File: config.mk
export PLATFORM = sky130hd
export DESIGN_NAME = cca_addsub
export DESIGN_NICKNAME = d
export VERILOG_FILES = /design/src/rtl/cca_pkg.sv /design/src/rtl/cca_rail_cell.sv /design/src/rtl/cca_resolve_detect.sv /design/src/rtl/cca_addsub.sv
export SDC_FILE = /design/constraint.sdc
export NUM_CORES = 1
export LEC_CHECK = 0
export CAP_MARGIN = 20
export CORE_MARGIN = 10
export CORE_UTILIZATION = 35
export DETAILED_ROUTE_END_ITERATION = 6
export SETUP_SLACK_MARGIN = 0.4
export SYNTH_ARGS = -nofsm -noshare
export SYNTH_HDL_FRONTEND = slang
export SYNTH_SLANG_ARGS = --single-unit
File: constraint.sdc
create_clock -name clk -period 2.85 [get_ports clk]
set_input_delay 0.4275 -clock clk [delete_from_list [all_inputs] [get_ports clk]]
set_output_delay 0.4275 -clock clk [all_outputs]
set_load 0.01 [all_outputs]
File: src/rtl/cca_pkg.sv
package cca_pkg;
  typedef enum logic {
    ST_IDLE = 1'b0,
    ST_RUN  = 1'b1
  } cca_state_e;

  function automatic int cnt_width(input int width);
    return $clog2(width + 1);
  endfunction
endpackage

File: src/rtl/cca_rail_cell.sv
module cca_rail_cell (
  input  logic bit_a,
  input  logic bit_b,
  input  logic in_one,
  input  logic in_zero,
  input  logic cur_one,
  input  logic cur_zero,
  output logic nxt_one,
  output logic nxt_zero
);
  logic gen, kill, prop;

  always_comb begin
    gen      = bit_a & bit_b;
    kill     = ~bit_a & ~bit_b;
    prop     = bit_a ^ bit_b;
    nxt_one  = cur_one  | gen  | (prop & in_one);
    nxt_zero = cur_zero | kill | (prop & in_zero);
  end
endmodule

File: src/rtl/cca_resolve_detect.sv
module cca_resolve_detect #(
  parameter int WIDTH = 16
) (
  input  logic [WIDTH-1:0] rail_one,
  input  logic [WIDTH-1:0] rail_zero,
  output logic             all_resolved
);
  logic [WIDTH-1:0] pos_ok;

  for (genvar i = 0; i < WIDTH; i++) begin : g_pos
    assign pos_ok[i] = rail_one[i] ^ rail_zero[i];
  end

  assign all_resolved = &pos_ok;
endmodule

File: src/rtl/cca_addsub.sv
module cca_addsub
  import cca_pkg::*;
#(
  parameter int WIDTH = 16,
  parameter int CNT_W = cca_pkg::cnt_width(WIDTH)
) (
  input  logic             clk,
  input  logic             rst,
  input  logic             start,
  input  logic [WIDTH-1:0] op_a,
  input  logic [WIDTH-1:0] op_b,
  input  logic             sub,
  output logic [WIDTH-1:0] sum,
  output logic             carry_out,
  output logic             done,
  output logic [CNT_W-1:0] ticks
);
  localparam int EXT_W = WIDTH + 1;

  cca_state_e       state_q;
  logic [WIDTH-1:0] a_q, b_q;
  logic             cin_q;
  logic [WIDTH-1:0] r_one_q, r_zero_q;
  logic [WIDTH-1:0] r_one_d, r_zero_d;
  logic [WIDTH:0]   chain_one, chain_zero;
  logic [WIDTH-1:0] sum_d;
  logic             resolved_d;
  logic [WIDTH-1:0] sum_q;
  logic             cout_q, done_q;
  logic [CNT_W-1:0] ticks_q;

  assign chain_one[0]  = cin_q;
  assign chain_zero[0] = ~cin_q;

  for (genvar i = 0; i < WIDTH; i++) begin : g_bit
    assign chain_one[i+1]  = r_one_q[i];
    assign chain_zero[i+1] = r_zero_q[i];

    cca_rail_cell u_cell (
      .bit_a   (a_q[i]),
      .bit_b   (b_q[i]),
      .in_one  (chain_one[i]),
      .in_zero (chain_zero[i]),
      .cur_one (r_one_q[i]),
      .cur_zero(r_zero_q[i]),
      .nxt_one (r_one_d[i]),
      .nxt_zero(r_zero_d[i])
    );

    if (i == 0) begin : g_lsb
      assign sum_d[i] = a_q[i] ^ b_q[i] ^ cin_q;
    end else begin : g_upper
      assign sum_d[i] = a_q[i] ^ b_q[i] ^ r_one_d[i-1];
    end
  end

  cca_resolve_detect #(.WIDTH(WIDTH)) u_detect (
    .rail_one    (r_one_d),
    .rail_zero   (r_zero_d),
    .all_resolved(resolved_d)
  );

  always_ff @(posedge clk) begin
    if (rst) begin
      state_q  <= ST_IDLE;
      a_q      <= '0;
      b_q      <= '0;
      cin_q    <= 1'b0;
      r_one_q  <= '0;
      r_zero_q <= '0;
      sum_q    <= '0;
      cout_q   <= 1'b0;
      done_q   <= 1'b0;
      ticks_q  <= '0;
    end else if (start) begin
      state_q  <= ST_RUN;
      a_q      <= op_a;
      b_q      <= sub ? ~op_b : op_b;
      cin_q    <= sub;
      r_one_q  <= '0;
      r_zero_q <= '0;
      done_q   <= 1'b0;
      ticks_q  <= '0;
    end else if (state_q == ST_RUN) begin
      r_one_q  <= r_one_d;
      r_zero_q <= r_zero_d;
      ticks_q  <= ticks_q + CNT_W'(1);
      if (resolved_d) begin
        state_q <= ST_IDLE;
        done_q  <= 1'b1;
        sum_q   <= sum_d;
        cout_q  <= r_one_d[WIDTH-1];
      end
    end
  end

  assign sum       = sum_q;
  assign carry_out = cout_q;
  assign done      = done_q;
  assign ticks     = ticks_q;

  AST_RAILS_EXCLUSIVE: assert property (@(posedge clk) disable iff (rst)
    (r_one_q & r_zero_q) == '0);

  AST_RAILS_MONOTONIC: assert property (@(posedge clk) disable iff (rst)
    (state_q == ST_RUN && !start) |=>
      ((r_one_q & $past(r_one_q)) == $past(r_one_q)) &&
      ((r_zero_q & $past(r_zero_q)) == $past(r_zero_q)));

  AST_DONE_RESOLVED: assert property (@(posedge clk) disable iff (rst)
    done_q |-> ((r_one_q ^ r_zero_q) == {WIDTH{1'b1}}));

  AST_TICKS_BOUND: assert property (@(posedge clk) disable iff (rst)
    done_q |-> (ticks_q >= CNT_W'(1) && ticks_q <= CNT_W'(WIDTH)));

  AST_START_CLEARS: assert property (@(posedge clk) disable iff (rst)
    start |=> (!done_q && ticks_q == '0 && r_one_q == '0 && r_zero_q == '0));

  AST_RESULT_MATCH: assert property (@(posedge clk) disable iff (rst)
    $rose(done_q) |->
      {cout_q, sum_q} == (EXT_W'(a_q) + EXT_W'(b_q) + EXT_W'(cin_q)));

  AST_RESULT_HOLD: assert property (@(posedge clk) disable iff (rst)
    (done_q && !start) |=> (done_q && $stable(sum_q) && $stable(ticks_q)));
endmodule

==> impl_metrics.tcl <==
set metrics [dict create \
    diodes 0 \
    drt-vias-per-instance 4.80 \
    place_area_um2 5650 \
    die_w_um 136 \
    final_util_pct 48.1 \
    met3_usage_pct 2.60 \
    ctsHoldBuffers 0 \
    die_y_um 136 \
    synthToLayoutAreaGrowth_pct 35.6 \
    cts_root_buf "clkbuf_16" \
    cp_max_fo 8 \
    io_pins 59 \
    drv_cap 0 \
    clkTransAtPathRegs_ns 0.06 \
    cp.arrival_ns 3.04 \
    clock-sinks 89 \
    synth_seq_cells 89 \
    setup_viol 0 \
    synthTopCellsByArea "dfxtp_1 (38%), ha_1 (9.4%), nor2_1 (7.2%)" \
    synth_fp_nets 586 \
    fin_cells 780 \
    ys_types 37 \
    place_ws_ns -0.0226 \
    wl_per_cell_um 15.2 \
    synth_area_per_cell_um2 9.08 \
    finalHoldViolations 0 \
    tns_ns 0 \
    synth_top_area_share_pct 38.1 \
    ys_warn_count 0 \
    max-slew-margin-rel_pct 51.8 \
    antenna_found_initial 0 \
    end_kind "register" \
    first_global_vias 3771 \
    hold_path.class "reg -> reg" \
    grt_pass1_wl_mm 19.2 \
    grt_setup_unrepaired "true" \
    ir_drop_uv 227 \
    nets 670 \
    grt-ovfl-total 0 \
    drt_wl_total_mm 11.8 \
    fp-row-count 42 \
    fmaxAchievable_ghz 0.356 \
    syn-cell-area_um2 4680 \
    clock_latency_ns 0.34 \
    use_met2_pct 20.1 \
    post-route-cell-area_um2 6340 \
    drv_slew 0 \
    fin_ws_ns 0.0403 \
    dp_cells 746 \
    drc 0 \
    grt_use_total_pct 12.8 \
    yosysSeqAreaShare_pct 38.1 \
    ctsLongestPathBuffers 2 \
    dr.pass1.iters 4 \
    dieArea_um2 18400 \
    numPortBuffers 58 \
    met1_usage_pct 17.3 \
    skew_ns 0.00781 \
    drt-initial-drc-count 208 \
    layout-drive-gt1-share_pct 23.2 \
    top_usage_layer "met2" \
    path_class "reg -> reg" \
    synthCells 515 \
    ant_nets 0 \
    total_leakage_power_nw 2.51 \
    power_density_nw_per_um2 507 \
    period_needed_ns 2.81 \
    run_status "finished clean" \
    synth_top_cell_by_area "dfxtp_1" \
    gp_congestion 0.795 \
    via_count 3745 \
    start_util_pct 35.5 \
    worst_slew_pin_slew_ns 0.723 \
    cts_buffers 9 \
    fillers 1236 \
    htreeDepth 3 \
    grt_max_degree 69 \
    cts_tree "built" \
    dp_hpwl_mm 8.23 \
    fin_crit_sh_pct 98.6 \
    crit_required_ns 3.08 \
    cp-start-kind "register" \
    core_um2 13200 \
]
[cells by family (layout without fill, tap and decap cells)]
kind of cell | Yosys count | in the layout | share of synthesized area (%)
fa+ha+maj | 35 | 35 | 9.36
flops | 89 | 89 | 38.1
mux | 35 | 35 | 8.75
xor+xnor | 47 | 47 | 8.80
simple gates | 152 | 152 | 15.2
buf+inv | 62 | 151 | 5.38
compound gates | 95 | 95 | 14.4
[sequential cells by signal (all words and copies together), names as in the netlist]
register / cells
sum: 16
done: 1
ticks: 5
state_q: 1
a_q: 16
b_q: 16
cin_q: 1
r_zero_q: 16
carry_out: 1
r_one_q: 16
[placed cells by master (no fill, tap or decap), types with 4 or more instances in the layout]
cell,netlist,routed
nor2_1,90,90
dfxtp_1,89,74
clkdlybuf4s50_1,0,56
buf_4,0,37
inv_1,37,31
xor2_1,29,25
ha_1,35,23
a211oi_1,36,21
a21oi_1,20,20
mux2i_1,18,18
xnor2_1,18,18
nor3_1,19,17
nor2b_1,17,17
a21o_1,14,14
dfxtp_2,0,13
a211oi_2,4,12
mux2_4,10,10
clkbuf_16,0,10
ha_4,0,8
nand4_1,7,7
a211oi_4,0,7
o21ai_0,8,7
mux2_2,7,7
inv_2,0,6
nand2_1,5,4
xor2_2,0,4
nand3_1,4,4
o21a_1,4,4
ha_2,0,4
clkbuf_1,20,4
[what timing repair did]
action / CTS / global route
setup endpoints to repair: 18 / 18
gates resized for setup: 26 / 28
pin swaps: 14 / 25
buffers inserted: 10 / 7
cloned: 1 / 0
[routing by layer]
| metal | up-vias | wire (um) | part of all wire (%) |
|---|---|---|---|
| li1 | 1914 | - | - |
| met1 | 1756 | 5910 | 50 |
| met2 | 67 | 5390 | 46 |
| met3 | 8 | 407 | 3.4 |
| met4 | 0 | 134 | 1.1 |
| met5 | - | 0 | 0 |
[report_power, final]
part	internal, mW	total [mW]	switching (mW)
Combinational	0.304	0.615	0.311
Sequential	1.29	1.34	0.0482
Clock	0.769	1.26	0.489
Total	2.37	3.21	0.848
[synth_stat cells]
| master | number |
|---|---|
| nor2b_1 | 17 |
| a211oi_2 | 4 |
| o21a_1 | 4 |
| xor2_1 | 29 |
| mux2i_1 | 18 |
| a2bb2oi_1 | 1 |
| nor3_1 | 19 |
| o221a_2 | 1 |
| or4_4 | 1 |
| nand4_1 | 7 |
| o221ai_1 | 2 |
| o21ai_0 | 8 |
| o311ai_0 | 1 |
| nand2_1 | 5 |
| mux2_2 | 7 |
| or2_2 | 3 |
| a21oi_1 | 20 |
| nand4bb_1 | 1 |
| mux2_4 | 10 |
| buf_8 | 1 |
| o21ba_2 | 1 |
| dfxtp_1 | 89 |
| buf_6 | 1 |
| o211ai_1 | 2 |
| nor4_1 | 2 |
| ha_1 | 35 |
| a21o_1 | 14 |
| xnor2_1 | 18 |
| nor4_4 | 1 |
| nand3_1 | 4 |
| clkbuf_1 | 20 |
| a211oi_1 | 36 |
| inv_1 | 37 |
| nor2_1 | 90 |
| or4_1 | 2 |
| buf_1 | 3 |
| o22ai_1 | 1 |
[worst paths after layout]
check | start | to | slack [ns] | cells past startpoint
max | a_q[12]$_SDFFE_PP0P_ | carry_out$_SDFFE_PP0P_ | 0.04 | 9
min | a_q[0]$_SDFFE_PP0P_ | a_q[0]$_SDFFE_PP0P_ | 0.50 | 2
max reg2reg | a_q[12]$_SDFFE_PP0P_ | carry_out$_SDFFE_PP0P_ | 0.04 | 9
min reg2reg | a_q[0]$_SDFFE_PP0P_ | a_q[0]$_SDFFE_PP0P_ | 0.50 | 2
[worst max-delay path, stage by stage, from the launching register on]
cell       delay [ns]
dfxtp_2          0.34
inv_2            0.05
ha_4             0.26
a211oi_4         0.27
xor2_2           0.22
nand2_1          0.08
or4_4            0.56
nor4_4           0.37
clkbuf_16        0.25
mux2_4           0.30
[cell type report]
cell class	instances	area, um2	area share, %
well taps	176	220	3.47
clock inverters	3	65.1	1.03
inverters	37	139	2.19
multi-input cells	364	2960	46.7
flip-flops and latches	89	1810	28.5
repair buffers	98	913	14.4
clock buffers	13	240	3.79
[per-stage QoR]
step                      power, mW  hold WS [ns]
final                          3.21         0.505
after global routing           3.35         0.532
after floorplan                1.71         0.440
after global placement         1.86         0.455
after CTS                      3.19         0.497
after detailed placement       1.88         0.466
(Power assumes the default switching activity.)
